`src/rtl/seg_dac_pkg.sv`:
```
package seg_dac_pkg;

  // Number of thermometer lines produced from a field of the given width.
  function automatic int unsigned therm_lines(input int unsigned bits);
    return (1 << bits) - 1;
  endfunction

  // Weight that one unit source carries, measured in binary LSB sources.
  function automatic int unsigned unit_weight(input int unsigned lo_bits);
    return 1 << lo_bits;
  endfunction

endpackage

```
`src/rtl/seg_therm_grow.sv`:
```
// One growth stage: a thermometer of LO_W lines plus a new stage bit
// becomes a thermometer of 2*LO_W+1 lines.
module seg_therm_grow #(
  parameter int unsigned LO_W = 1
) (
  input  logic [LO_W-1:0] lo_t,
  input  logic            msb,
  output logic [2*LO_W:0] t
);

  for (genvar k = 0; k < LO_W; k++) begin : g_line
    assign t[k]          = msb | lo_t[k];
    assign t[LO_W+1+k]   = msb & lo_t[k];
  end
  assign t[LO_W] = msb;

endmodule

```
`src/rtl/seg_therm_enc.sv`:
```
// Thermometer encoder grown stage by stage from the least significant bit.
module seg_therm_enc #(
  parameter int unsigned BITS = 4,
  localparam int unsigned TW  = (1 << BITS) - 1
) (
  input  logic [BITS-1:0] bin,
  output logic [TW-1:0]   therm
);

  for (genvar l = 0; l < BITS; l++) begin : g_lvl
    logic [(1 << (l+1)) - 2:0] t;
    if (l == 0) begin : g_seed
      assign t = bin[0];
    end else begin : g_stage
      seg_therm_grow #(.LO_W((1 << l) - 1)) u_grow (
        .lo_t (g_lvl[l-1].t),
        .msb  (bin[l]),
        .t    (t)
      );
    end
  end

  assign therm = g_lvl[BITS-1].t;

endmodule

```
`src/rtl/seg_switch_reg.sv`:
```
// Single register stage for all switch lines.
module seg_switch_reg #(
  parameter int unsigned W = 19
) (
  input  logic         clk,
  input  logic         rst_n,
  input  logic [W-1:0] d,
  output logic [W-1:0] q
);

  always_ff @(posedge clk or negedge rst_n) begin
    if (!rst_n) q <= '0;
    else        q <= d;
  end

endmodule

```
`src/rtl/seg_dac_switch_dec.sv`:
```
module seg_dac_switch_dec #(
  parameter int unsigned HI_BITS = 4,
  parameter int unsigned LO_BITS = 4
) (
  input  logic                          clk,
  input  logic                          rst_n,
  input  logic [HI_BITS+LO_BITS-1:0]    code_i,
  output logic [(1 << HI_BITS)-2:0]     therm_o,
  output logic [LO_BITS-1:0]            bin_o
);

  localparam int unsigned TW    = seg_dac_pkg::therm_lines(HI_BITS);
  localparam int unsigned REG_W = TW + LO_BITS;

  logic [HI_BITS-1:0] hi_field;
  logic [LO_BITS-1:0] lo_field;
  logic [TW-1:0]      therm_next;
  logic [LO_BITS-1:0] bin_next;
  logic [REG_W-1:0]   sw_q;

  assign hi_field = code_i[HI_BITS+LO_BITS-1:LO_BITS];
  assign lo_field = code_i[LO_BITS-1:0];
  assign bin_next = lo_field;

  seg_therm_enc #(.BITS(HI_BITS)) u_enc (
    .bin   (hi_field),
    .therm (therm_next)
  );

  seg_switch_reg #(.W(REG_W)) u_reg (
    .clk   (clk),
    .rst_n (rst_n),
    .d     ({therm_next, bin_next}),
    .q     (sw_q)
  );

  assign therm_o = sw_q[REG_W-1:LO_BITS];
  assign bin_o   = sw_q[LO_BITS-1:0];

endmodule

```
`config.mk`:
```
export PLATFORM = sky130hd
export DESIGN_NAME = seg_dac_switch_dec
export DESIGN_NICKNAME = d
export VERILOG_FILES = /design/src/rtl/seg_dac_pkg.sv /design/src/rtl/seg_therm_grow.sv /design/src/rtl/seg_therm_enc.sv /design/src/rtl/seg_switch_reg.sv /design/src/rtl/seg_dac_switch_dec.sv
export SDC_FILE = /design/constraint.sdc
export NUM_CORES = 1
export LEC_CHECK = 0
export ABC_CLOCK_PERIOD_IN_PS = 800
export BUFFER_PORTS_ARGS = -buffer_cell sky130_fd_sc_hd__buf_2
export CORE_UTILIZATION = 46
export CTS_BUF_LIST = sky130_fd_sc_hd__clkbuf_4
export DETAILED_ROUTE_END_ITERATION = 10
export PLACE_DENSITY_LB_ADDON = 0.1
export REMOVE_ABC_BUFFERS = 1
export SLEW_MARGIN = 25
export SYNTH_ARGS = -nofsm -noshare
export SYNTH_HDL_FRONTEND = slang
export SYNTH_SLANG_ARGS = --single-unit
```
`constraint.sdc`:
```
create_clock -name clk -period 0.8 [get_ports clk]
set_input_delay 0.16 -clock clk [delete_from_list [all_inputs] [get_ports clk]]
set_output_delay 0.16 -clock clk [all_outputs]
set_load 0.05 [all_outputs]
```
## After elaboration in Yosys (flattened, before gate mapping)

Index checks and enable logic that the tools add are counted.

- Bits in registers: 19
- Input bits: 10
- Output and inout port bits: 19
- Word-level logic and storage cells: 23

- Bitwise logic cells: 22

Operators with widths:

| cell | count |
|---|---|
| 1-bit bitwise AND | 11 |
| 1-bit OR | 11 |

## Longest topological paths before layout

- Depth in word-level cells: 3
- Gate-level depth with buffers: 3
- Depth with buffers taken out: 2

## Modules after synthesis

A second synthesis with hierarchy kept.

- Cells, all modules: 45
- Area, all modules: 659.4 um^2

Modules (own cells, without submodules):

| module | instances | cells each | area an instance (um^2) | sequential area each (um^2) |
|---|---|---|---|---|
| seg_switch_reg | 1 | 19 | 475.5 | 475.5 |
| seg_therm_grow (u_enc.g_lvl[3].g_stage.u_grow) | 1 | 16 | 113.9 | 0.0 |
| seg_therm_grow (u_enc.g_lvl[2].g_stage.u_grow) | 1 | 7 | 48.8 | 0.0 |
| seg_therm_grow (u_enc.g_lvl[1].g_stage.u_grow) | 1 | 3 | 21.3 | 0.0 |

## Worst setup path after synthesis

No wires, ideal clock.

- Path kind: input -> register
- From: in code_i[6]
- To: reg u_reg.q[5]
- Setup time: 0.131 ns
- Arrival time: 0.643 ns
- Required time: 0.669 ns
- Slack: 0.026 ns
- Stages on the path: 2
- Buffers on the path: 1
- Cells stage by stage: buf_4 > or3_4

- Word-level cells in the longest chain between the ends: 2

RTL lines:

| item | line | text |
|---|---|---|
| start: declaration | seg_dac_switch_dec.sv:7 | `input logic [HI_BITS+LO_BITS-1:0] code_i,` |
| 1-bit OR (2 in series) | seg_therm_grow.sv:12 | `assign t[k] = msb \| lo_t[k];` |
| via therm_next[1] | seg_dac_switch_dec.sv:17 | `logic [TW-1:0] therm_next;` |
| end signal: assignment | seg_switch_reg.sv:12 | `if (!rst_n) q <= '0;` |
| end signal: assignment | seg_switch_reg.sv:13 | `else q <= d;` |
| end: declaration | seg_switch_reg.sv:8 | `output logic [W-1:0] q` |

The timed path passes the listed nets, and every way through them passes these cells.

## Worst setup path in the final report

- From: reg u_reg.q[7]
- To: out therm_o[3]

RTL lines:

| item | line | text |
|---|---|---|
| end: declaration | seg_dac_switch_dec.sv:8 | `output logic [(1 << HI_BITS)-2:0] therm_o,` |

No word-level cell between the ends.

==> impl_results.md <==
- Io pins: 29
- First-pass GRT wire length: 2097 um
- Drt first pass iters: 4
- Initial core utilization: 52.35%
- Die W: between 30 and 40 um
- WP data required: 0.64 ns
- Clock root buffer master: clkbuf_4
- Clock period minus worst slack: between 1 and 1.5 ns
- Largest reg by FF count: u_reg.q
- Place WS: -0.004403 ns
- Antenna Cells: 0
- Slew Limit Fails: 0
- Initial antenna violation count: 0
- Period Utilization, post-route: 125.5%
- Failing checks: negative setup slack
- Top Family by Delay on Critical Path: flip-flops
- Final WL: 1240 um
- Synth unique cells: 17
- # setup viols final: 19
- Pwr per Cell Area: roughly 2000 mW/mm2
- CTS HTree Levels: 1
- #FFs+latches synth: 19
- Gate Count Post-Synth: 42
- Mean post-synth cell area: 14.60 um2
- Die area: 0.001483 mm2
- Area leader, netlist: dfrtp_1
- Clock transition at path regs: roughly 0.10 ns
- # rows: 12
- Die H: 38.51 um
- Async S/R FF share, synth: 100.0%
- Critical Path AT: around 0.84 ns
- DRC viols: 0
- Area grow syn2layout: 57.96%
- Top FF cell, synth: dfrtp_1
- EDFF count, synth: 0
- Count leader, synth: dfrtp_1
- Sum of buffers and inverters on the critical path: 1
- Slew HR: 72.96%
- Crit-path slowest cell: dfrtp_1
- Fin util: 82.69%
- Via Count: 436
- GRT overflow: 0
- Outcome: finished, violations left
- Vias/cell: roughly 4.7
- CP Launch Type: register
- Sum Neg Setup Slack: -3.520 ns
- Dpl cells: 84
- RD Place Congestion: 0.6918
- Number of flip-flops in the largest register: 19
- Main area contributors after synthesis: dfrtp_1 (78%), nand2_1 (2.4%), nor2_1 (2.4%)
- Tot GR Track Use: 22.81%
- Final cell count without fillers: 93
- Num Clock Sinks: 19
- HP Class: in2reg
- NumNets Final: 90
- Synth top area share: 77.55%
- Vias in the first global route: 451
- Post-route ant nets: 0
- Top Registers: u_reg.q x19
- CTS tree: done
- Core ar.: 0.001171 mm2
- Worst-path maximum fanout: 1
- Setup Fix Bufs, Post-CTS: 0
- Setup slack after layout: -0.2043 ns
- RSZ-0062 raised after global routing: true
- CP max stage delay: 0.40 ns
- DR iter-0 viols: 6
- Yosys warns: 0
- Min Hold Slack: 0.09308 ns
- Largest net degree at the start of global routing: 20
- WL/cell: roughly 13 um
- Pleak: ~0.48 nW
- F_max: about 1 GHz
- CP Capture Type: output pin
- CTS Buf Count: 3
- Cell Area, Synth: just over 600 um2
- WS Path Type: reg2out
- CTS max path bufs: 2
- Synth top cells by count: dfrtp_1 (19), nand2_1 (4), nor2_1 (4), inv_1 (2)
- Maxcap violations: 0
- Sequential fraction of the synthesis area: between 70% and 80%
- IO Port Bufs: 28
- Slew @ Worst Pin: 0.4056 ns
- Final-report hold violation count: 0
- Post-DP HPWL: 766.5 um
- Max VDD drop: around 0.0013 V
- Critical path, cell by cell: buf_6
- Layout cells sized above 1: 50.63%
## final timing paths
check / to / slack, ns / from / cells past startpoint
hold / removal: u_reg.q[11] / 0.09 / code_i[7] / 1
max in group asynchronous: u_reg.q[17] / 0.19 / rst_n / 2
min in group asynchronous: u_reg.q[10] / 0.32 / rst_n / 2
setup / recovery: therm_o[3] / -0.20 / u_reg.q[7] / 1
## logic make-up (layout without fill, tap and decap cells)
group                  Yosys count  after routing  synth area share (%)
flip-flops                      19             19                 77.55
AND/OR/NAND/NOR                 12             12                 10.00
AO/OA/AOI/OAI                    6              6                 7.346
buffers and inverters            5             42                 5.102
## layer usage
metal  vias up  global-route usage (%)  part of all wire (%)  wire [um]
li1        206                       -                     -          -
met1       203                   27.20                    39        488
met2        23                   38.75                    54        664
met3         4                   5.233                   5.2         64
met4         0                   10.34                   1.9         23
met5         -                       0                     0          0
## cell type report
type,instances,area [um2]
well taps,14,17.52
multi-input cells,18,106.4
flip-flops and latches,19,475.5
repair buffers,36,331.6
inverters,2,7.507
fillers,50,202.7
clock buffers,4,30.03
## metrics by stage
stage	area [um2]	power, W
2_1_floorplan	589.3	0.001254
5_1_grt	968.4	0.002051
6_report	968.4	0.001951
4_1_cts	968.4	0.001951
3_3_place_gp	769.5	0.001372
3_5_place_dp	769.5	0.001380
## power by group
| group | total [W] | leakage, nW | internal (W) | switching [W] |
|---|---|---|---|---|
| sequential | 0.00103 | 0.220 | 0.00101 | 0.0000234 |
| combinational | 0.000423 | 0.239 | 0.000157 | 0.000266 |
| clock | 0.000496 | 0.0184 | 0.000227 | 0.000269 |
## what timing repair did
action / 4_1_cts / 5_1_grt
hold buffers: 5 / 0
pin swaps: 0 / 0
cloned: 0 / 0
hold endpoints to repair: 23 / 0
gates resized for setup: 38 / 0
setup endpoints to repair: 19 / 19
## cells in the final DEF (no fill, tap or decap), drive strengths merged, types with 2 or more instances in the layout
cell	n
buf	31
dfrtp	19
dlygate4sd3	5
nand2	4
nor2	4
clkbuf	4
inv	2
Power figures use the tool's default switching activity.
